## src/rtl/pn_seg_mf_pkg.sv

```systemverilog
package pn_seg_mf_pkg;

    // Width that holds the worst-case full-length correlation
    function automatic int acc_bits(input int smp_w, input int code_len);
        return smp_w + 1 + $clog2(code_len);
    endfunction

    function automatic int idx_bits(input int n);
        return (n > 1) ? $clog2(n) : 1;
    endfunction

    // Control tag that travels with a section result
    typedef struct packed {
        logic vld;
        logic first;
    } sec_tag_t;

endpackage

```

## src/rtl/pn_seg_mf_seq.sv

```systemverilog
module pn_seg_mf_seq #(
    parameter int N     = 16,
    parameter int SPC   = 2,
    parameter int LAGS  = 64,
    parameter int LAG_W = 6
) (
    input  logic             clk,
    input  logic             rst,
    input  logic             code_bit,
    input  logic             code_vld,
    input  logic             seg_start,
    input  logic             seg_first,
    input  logic             smp_vld,
    output logic             smp_acc,
    output logic             pass_act,
    output logic             pass_first,
    output logic [N-1:0]     shadow,
    output logic [N-1:0]     ld_en,
    output logic             emit,
    output logic [LAG_W-1:0] emit_lag
);
    localparam int FILL  = SPC * (N - 1);
    localparam int TOTAL = FILL + LAGS;
    localparam int CNT_W = $clog2(TOTAL + 1);

    logic [CNT_W-1:0] cnt;
    logic [CNT_W-1:0] lag_full;

    assign smp_acc  = smp_vld && pass_act && !seg_start;
    assign emit     = smp_acc && (cnt >= CNT_W'(FILL));
    assign lag_full = cnt - CNT_W'(FILL);
    assign emit_lag = lag_full[LAG_W-1:0];

    // Staggered per-tap load strobes: tap k on pass sample k*SPC
    for (genvar k = 0; k < N; k++) begin : g_ld
        assign ld_en[k] = smp_acc && (cnt == CNT_W'(k * SPC));
    end

    always_ff @(posedge clk) begin
        if (rst) begin
            pass_act   <= 1'b0;
            pass_first <= 1'b0;
            cnt        <= '0;
            shadow     <= '0;
        end else begin
            if (code_vld) begin
                shadow <= {code_bit, shadow[N-1:1]};
            end
            if (seg_start) begin
                pass_act   <= 1'b1;
                pass_first <= seg_first;
                cnt        <= '0;
            end else if (smp_acc) begin
                cnt <= cnt + 1'b1;
                if (cnt == CNT_W'(TOTAL - 1)) begin
                    pass_act <= 1'b0;
                end
            end
        end
    end
endmodule

```

## src/rtl/pn_seg_mf_chain.sv

```systemverilog
module pn_seg_mf_chain #(
    parameter int SMP_W = 8,
    parameter int N     = 16,
    parameter int SPC   = 2,
    parameter int ACC_W = 16
) (
    input  logic                    clk,
    input  logic                    rst,
    input  logic                    smp_acc,
    input  logic signed [SMP_W-1:0] smp_in,
    input  logic [N-1:0]            shadow,
    input  logic [N-1:0]            ld_en,
    output logic signed [ACC_W-1:0] sec
);
    localparam int DEPTH = SPC * (N - 1);

    logic [N-1:0]            tap_q;
    logic [N-1:0]            coef;
    logic signed [ACC_W-1:0] ext;
    logic signed [ACC_W-1:0] prod [N];
    logic signed [ACC_W-1:0] part [DEPTH];

    assign ext  = {{(ACC_W - SMP_W){smp_in[SMP_W-1]}}, smp_in};
    // A tap being loaded this cycle already applies its new bit
    assign coef = (ld_en & shadow) | (~ld_en & tap_q);

    for (genvar k = 0; k < N; k++) begin : g_mul
        assign prod[k] = coef[k] ? -ext : ext;
    end

    // Highest tap joins at the chain end, with no register
    assign sec = part[DEPTH-1] + prod[N-1];

    always_ff @(posedge clk) begin
        if (rst) begin
            tap_q <= '0;
            for (int i = 0; i < DEPTH; i++) part[i] <= '0;
        end else begin
            tap_q <= coef;
            if (smp_acc) begin
                part[0] <= prod[0];
                for (int i = 1; i < DEPTH; i++) begin
                    part[i] <= (i % SPC == 0) ? part[i-1] + prod[i/SPC] : part[i-1];
                end
            end
        end
    end
endmodule

```

## src/rtl/pn_seg_mf_accum.sv

```systemverilog
module pn_seg_mf_accum #(
    parameter int LAGS  = 64,
    parameter int LAG_W = 6,
    parameter int ACC_W = 16
) (
    input  logic                       clk,
    input  logic                       rst,
    input  pn_seg_mf_pkg::sec_tag_t    tag,
    input  logic [LAG_W-1:0]           lag,
    input  logic signed [ACC_W-1:0]    val,
    output logic                       prof_vld,
    output logic [LAG_W-1:0]           prof_lag,
    output logic signed [ACC_W-1:0]    prof_val
);
    logic signed [ACC_W-1:0] mem [LAGS];
    logic signed [ACC_W-1:0] base;
    logic signed [ACC_W-1:0] sum;

    assign base = tag.first ? '0 : mem[lag];
    assign sum  = base + val;

    always_ff @(posedge clk) begin
        if (rst) begin
            for (int i = 0; i < LAGS; i++) mem[i] <= '0;
            prof_vld <= 1'b0;
            prof_lag <= '0;
            prof_val <= '0;
        end else begin
            prof_vld <= tag.vld;
            if (tag.vld) begin
                mem[lag] <= sum;
                prof_lag <= lag;
                prof_val <= sum;
            end
        end
    end
endmodule

```

## src/rtl/pn_seg_mf.sv

```systemverilog
module pn_seg_mf
    import pn_seg_mf_pkg::*;
#(
    parameter  int SMP_W    = 8,
    parameter  int SEG_TAPS = 16,
    parameter  int NUM_SEGS = 8,
    parameter  int SPC      = 2,
    parameter  int LAGS     = 64,
    localparam int CODE_LEN = SEG_TAPS * NUM_SEGS,
    localparam int ACC_W    = acc_bits(SMP_W, CODE_LEN),
    localparam int LAG_W    = idx_bits(LAGS)
) (
    input  logic                    clk,
    input  logic                    rst,
    input  logic                    code_bit,
    input  logic                    code_vld,
    input  logic                    seg_start,
    input  logic                    seg_first,
    input  logic                    smp_vld,
    input  logic signed [SMP_W-1:0] smp_in,
    output logic                    prof_vld,
    output logic [LAG_W-1:0]        prof_lag,
    output logic signed [ACC_W-1:0] prof_val
);
    logic                    smp_acc;
    logic                    pass_act;
    logic                    pass_first;
    logic [SEG_TAPS-1:0]     shadow;
    logic [SEG_TAPS-1:0]     ld_en;
    logic                    emit;
    logic [LAG_W-1:0]        emit_lag;
    logic signed [ACC_W-1:0] sec;

    sec_tag_t                tag_q;
    logic [LAG_W-1:0]        lag_q;
    logic signed [ACC_W-1:0] sec_q;

    pn_seg_mf_seq #(.N(SEG_TAPS), .SPC(SPC), .LAGS(LAGS), .LAG_W(LAG_W)) u_seq (
        .clk(clk), .rst(rst), .code_bit(code_bit), .code_vld(code_vld),
        .seg_start(seg_start), .seg_first(seg_first), .smp_vld(smp_vld),
        .smp_acc(smp_acc), .pass_act(pass_act), .pass_first(pass_first),
        .shadow(shadow), .ld_en(ld_en), .emit(emit), .emit_lag(emit_lag)
    );

    pn_seg_mf_chain #(.SMP_W(SMP_W), .N(SEG_TAPS), .SPC(SPC), .ACC_W(ACC_W)) u_chain (
        .clk(clk), .rst(rst), .smp_acc(smp_acc), .smp_in(smp_in),
        .shadow(shadow), .ld_en(ld_en), .sec(sec)
    );

    // Section result register between the chain and the profile memory
    always_ff @(posedge clk) begin
        if (rst) begin
            tag_q <= '0;
            lag_q <= '0;
            sec_q <= '0;
        end else begin
            tag_q.vld   <= emit;
            tag_q.first <= pass_first;
            lag_q       <= emit_lag;
            sec_q       <= sec;
        end
    end

    pn_seg_mf_accum #(.LAGS(LAGS), .LAG_W(LAG_W), .ACC_W(ACC_W)) u_acc (
        .clk(clk), .rst(rst), .tag(tag_q), .lag(lag_q), .val(sec_q),
        .prof_vld(prof_vld), .prof_lag(prof_lag), .prof_val(prof_val)
    );
endmodule

```

## config.mk

```make
export PLATFORM = sky130hd
export DESIGN_NAME = pn_seg_mf
export DESIGN_NICKNAME = d
export VERILOG_FILES = /design/src/rtl/pn_seg_mf_pkg.sv /design/src/rtl/pn_seg_mf_seq.sv /design/src/rtl/pn_seg_mf_chain.sv /design/src/rtl/pn_seg_mf_accum.sv /design/src/rtl/pn_seg_mf.sv
export SDC_FILE = /design/constraint.sdc
export NUM_CORES = 2
export LEC_CHECK = 0
export ABC_AREA = 1
export CORE_ASPECT_RATIO = 0.5
export CORE_MARGIN = 8
export CORE_UTILIZATION = 40
export CTS_CLUSTER_SIZE = 12
export DETAILED_ROUTE_END_ITERATION = 7
export DONT_BUFFER_PORTS = 1
export PLACE_DENSITY = 0.52
export SETUP_SLACK_MARGIN = 0.15
export SYNTH_ARGS = -nofsm -noshare
export SYNTH_HDL_FRONTEND = slang
export SYNTH_HIERARCHICAL = 1
export SYNTH_SLANG_ARGS = --single-unit
```

## constraint.sdc

```tcl
create_clock -name clk -period 15.98 [get_ports clk]
set_input_delay 3.196 -clock clk [delete_from_list [all_inputs] [get_ports clk]]
set_output_delay 3.196 -clock clk [all_outputs]
set_load 0.01 [all_outputs]
```

# Word level (Yosys, flattened, before mapping)
# Memory sizes are Yosys's and may differ from the RTL's. A register that Yosys moved wholly into a read port is not among the register bits.
# Index checks and enable logic that the tools add are counted.
# word_totals
in_bits	15
out_inout_bits	23
register_bits	88
mem_count	2
elab_cells	172
ramBits	1504
# mem_list
name	depth	word_bits	read_ports	rd_ports_with_merged_regs	wr	line	source
u_acc.mem	64	16	1	1	64	pn_seg_mf_accum.sv:15	logic signed [ACC_W-1:0] mem [LAGS];
u_chain.part	30	16	30	0	30	pn_seg_mf_chain.sv:21	logic signed [ACC_W-1:0] part [DEPTH];
# classes
n_mux	62
magnitude_cmp	1
reduce_logical	26
addsub	19
eq_ne	16
bitwise	34
# op_table
cell	n
$mux 16	48
$add 16x16->16	16
$eq 7x5->1 const B	8
$and 16x16->16	2
$or 1x1->1	30
$eq 7x4->1 const B	4
$logic_and 1x1->1	19
$neg 8->16	1
$not 16->16	1
$or 16x16->16	1
$reduce_or 16->1	1
$eq 7x3->1 const B	2
$mux 1	12
$mux 6	2
$add 7x1->7 const B	1
$eq 7x2->1 const B	1
$eq 7x7->1 const B	1
$ge 7x5->1 const B	1
$logic_not 7->1	1
$sub 6x5->6 const B	1
$reduce_bool 2->1	2
$reduce_and 2->1	1
$reduce_or 2->1	1
$logic_not 1->1	1

# Logic depth before layout (Yosys ltp)
# depth
ltp_word	9
mapped_depth	28
mapped_depth_nobuf	24

# By module
# Netlist, hierarchy kept.
# by_module_without_submodules
module	area_each_um2	n_inst	cells_each	seq_area_each_um2
pn_seg_mf_accum	44896.8	1	4146	31209.9
pn_seg_mf_chain	34375.5	1	4601	14734.1
pn_seg_mf_seq	1295.0	1	174	500.5
pn_seg_mf	683.2	1	74	480.5

# Worst setup path before layout
# No wires, ideal clock.
# synth_timing
kind	input-to-reg
from	input rst
to	memory u_chain.part[0][0] (enable)
t_arrival_ns	11.563
required_ns	12.499
n_path_buf	3
setup_time_ns	3.481
slack_ns	0.936
cell_stages	5
path_cell_list	buf_2 > inv_1 > buf_2 > buf_2 > nand2_1
# synth_lines
item	line	source
from (decl)	pn_seg_mf.sv:14	input logic rst,
to (decl)	pn_seg_mf_chain.sv:21	

==> reports/metrics.cfg <==
[floorplan]
placeableCoreArea_um2=203000
die_h_um=335
ios=38
die_width_um=653
start_util_pct=40.1
rows=117
dieArea_um2=219000

[clock_tree]
clk_latency_ns=0.85
cts-hold-fix-buffers=0
cts_root_buffer=clkbuf_16
path_clk_slew_ns=0.06
cts_htree_levels=4
cts_resized=0
numCtsBuffers=167
cts_tree=done
cts_sinks=1592
postCtsSetupBuffers=0
cts_max_path_buffers=4

[place]
dp_cells=11400
dp_hpwl_um=150000
io_buffers=0
finalWeightedCongestion=0.875

[critical_path]
cp-start-kind=register
worstSetupPathType=reg2reg
reg2reg_slack_ns=8.01
worst_setup_path_end_kind=register
r2r-start=lag_q[1]$_SDFF_PP0_
r2r-end=u_acc/mem[7][10]$_SDFFCE_PN0P_
crit_required_ns=16.53
critPathMaxFanout=51
rr_worst_depth=21
critical_path_arrival_ns=8.51

[global_route]
overflow=0
grtUsageMet1_pct=30.7
top_usage_layer=met2
grtUsageMet3_pct=4.34
groute.usage.overall_pct=22.1
grt_use_met2_pct=34.8
grt_pass1_wl_um=368000
grt_max_degree=156
antenna_found_initial=9
first_global_vias=57600

[power]
ir_worst_vdd_mv=0.0644
power.total_w=0.00978
clkPwrFrac_pct=37.3
p_per_area_nw_per_um2=110
seqPwrFrac_pct=49.4
pwr-share-comb_pct=13.3
p_sw_share_pct=27.7
switching_power_w=0.00271
cell_internal_pwr_w=0.00708
leakage_nw=37.5

[finish]
layout-drive-gt1-share_pct=4.77
syn2layout_area_growth_pct=9.08
fillers=19700
regArea_um2=46900
multiInputGateArea_um2=28600
final_cells=11700
final_nets=9150

[synth]
seq_area_frac_synth_pct=57.8
synth-async-reset-ratio_pct=0
syn_area_um2=81300
netlist.area_leader.share_pct=55.6
synth_fp_nets=9318
synth_edf_count=1504
synthTopCellsByArea=edfxtp_1 (56%), nand2_1 (10%), nor2_1 (8.4%)
syn_area_per_cell_um2=9.03
synthFlopType=edfxtp_1
yosysMostFrequentCell=nand2_1
synthTopCellsByCount=nand2_1 (2237), nor2_1 (1824), edfxtp_1 (1504), inv_1 (1068), a21oi_1 (419)
synth-seq-cells=1592
synthDistinctLibCells=59
yosys_warnings=6
synth_area_leader_cell=edfxtp_1
netlist_instances=8995

[timing]
timing.final.crit_share_pct=49.9
fin_crit_ns=7.97
rsz0062_at_grt=no
fin_setup_tns_ns=0
max_slew.worst_pin.slew_ns=1.37
max_freq_mhz=126
report.final.slew_viol_count=0
slew_headroom_pct=7.86
hold_viol=0
final.setup_skew_ns=0.0857
setup_viol=0

[job]
maxCapViolations=0

[routing]
postRouteAntennaNets=0
wire_per_inst_um=21.2
drc_errors=0
drt_first_pass_iters=6
first_iter_violations=5471
wirelength_um=247000
route.vias.total=60600
vias_per_cell=5.19

[min_path]
hold-path-endpoint=tag_q[0]$_SDFF_PP0_
whs_path_depth=2
hp-start=u_seq/pass_first$_SDFFE_PP0P_
hold_path_class=reg2reg

[run_status]
status=complete, no violations

-- kinds of logic after synthesis --
family	Yosys count	synth area share (%)
compound gates	966	7.11
simple gates	4579	22.6
fa+ha+maj	308	4.89
buf+inv	1526	7.41
xor+xnor	24	0.268
flops	1592	57.8
-- cell type report --
type / instances / share of cell area (%)
inverter: 1085 / 4.61
sequential: 1592 / 53.0
multi-input combinational: 5877 / 32.2
antenna: 5 / 0.0141
clock buffer: 249 / 5.25
clock inverter: 22 / 0.171
timing repair buffer: 104 / 0.923
tap: 2737 / 3.86
-- routing by layer --
metal / vias to the layer above / wire (um)
li1: 29100 / -
met1: 29100 / 110000
met2: 1973 / 110000
met3: 376 / 19300
met4: 2 / 7940
met5: - / 11
-- worst max-delay path by stage --
| stage | start | to | slack [ns] | cells after the start |
|---|---|---|---|---|
| floorplan | rst | u_chain/part[0][0]$_SDFFCE_PN0P_ | 0.94 | 5 |
| global placement | smp_in[1] | u_chain/part[4][15]$_SDFFCE_PN0P_ | 8.47 | 17 |
| detailed placement | lag_q[1]$_SDFF_PP0_ | u_acc/mem[41][10]$_SDFFCE_PN0P_ | 8.32 | 21 |
| CTS | lag_q[1]$_SDFF_PP0_ | u_acc/mem[7][10]$_SDFFCE_PN0P_ | 8.28 | 21 |
| global route | lag_q[1]$_SDFF_PP0_ | u_acc/mem[29][11]$_SDFFCE_PN0P_ | 7.93 | 25 |
| finish | lag_q[1]$_SDFF_PP0_ | u_acc/mem[7][10]$_SDFFCE_PN0P_ | 8.01 | 21 |
-- registers in the layout, indices dropped and copies added, names as in the netlist --
name / cells
sec_q: 16
u_seq/shadow: 16
tag_q: 2
u_chain/part: 480
u_chain/tap_q: 16
u_seq/pass_act: 1
lag_q: 6
u_seq/pass_first: 1
u_acc/mem: 1024
u_acc/prof_vld: 1
u_acc/prof_val: 16
u_acc/prof_lag: 6
u_seq/cnt: 7
-- power by group through the flow --
stage | clock (W) | combinational, W | sequential [W]
after floorplan | 0 | 0.000867 | 0.00493
after global placement | 0 | 0.00129 | 0.00492
after detailed placement | 0 | 0.00129 | 0.00492
final | 0.00365 | 0.00130 | 0.00483
after CTS | 0.00373 | 0.00130 | 0.00483
after global routing | 0.00388 | 0.00143 | 0.00485
-- through the flow --
step                hold slack [ns]  cell area, um2  utilization (%)  worst slack (ns)
floorplan                     0.400           81300                -             0.936
global placement              0.466           83800             41.3              8.47
detailed placement            0.469           83800             41.3              8.32
CTS                           0.483           88600             43.7              8.28
global route                  0.520           88600             43.7              7.93
finish                        0.475           88600             43.7              8.01
-- critical path: stages, from the launching register on --
cell	delay [ns]
dfxtp_1	0.36
nor2_1	0.78
buf_4	0.33
nand2_1	0.44
inv_4	0.64
buf_4	0.77
a22o_1	0.23
a21oi_1	0.04
nand4_1	0.10
nand2_1	0.22
nand2_1	0.25
nor2_1	0.08
a21oi_1	0.13
ha_1	0.20
inv_1	0.06
fa_4	0.44
o21a_1	0.27
o21ai_1	0.36
a21oi_1	0.25
xor2_4	0.86
buf_4	0.64
nor2_1	0.09
-- cells in the final DEF (no fill, tap or decap), types with 13 or more instances in the layout --
| master | Yosys | final |
|---|---|---|
| dfxtp_1 | 88 | 86 |
| clkbuf_1 | 286 | 70 |
| o21ai_2 | 20 | 19 |
| o21ai_0 | 233 | 233 |
| nor2_1 | 1824 | 1819 |
| nand2_1 | 2237 | 2235 |
| ha_1 | 292 | 292 |
| edfxtp_1 | 1504 | 1504 |
| nand3b_1 | 37 | 37 |
| clkbuf_16 | 0 | 171 |
| or2_2 | 16 | 16 |
| nand3_1 | 243 | 243 |
| a21oi_1 | 419 | 419 |
| a22o_1 | 43 | 43 |
| and2_1 | 35 | 33 |
| o211ai_1 | 13 | 13 |
| buf_4 | 10 | 101 |
| o21ai_1 | 19 | 19 |
| inv_2 | 17 | 17 |
| nor3_1 | 40 | 39 |
| fa_1 | 16 | 15 |
| a221oi_1 | 82 | 82 |
| inv_1 | 1068 | 1064 |
| a22oi_1 | 101 | 101 |
| nand4_1 | 98 | 98 |
Power figures use the tool's default switching activity.
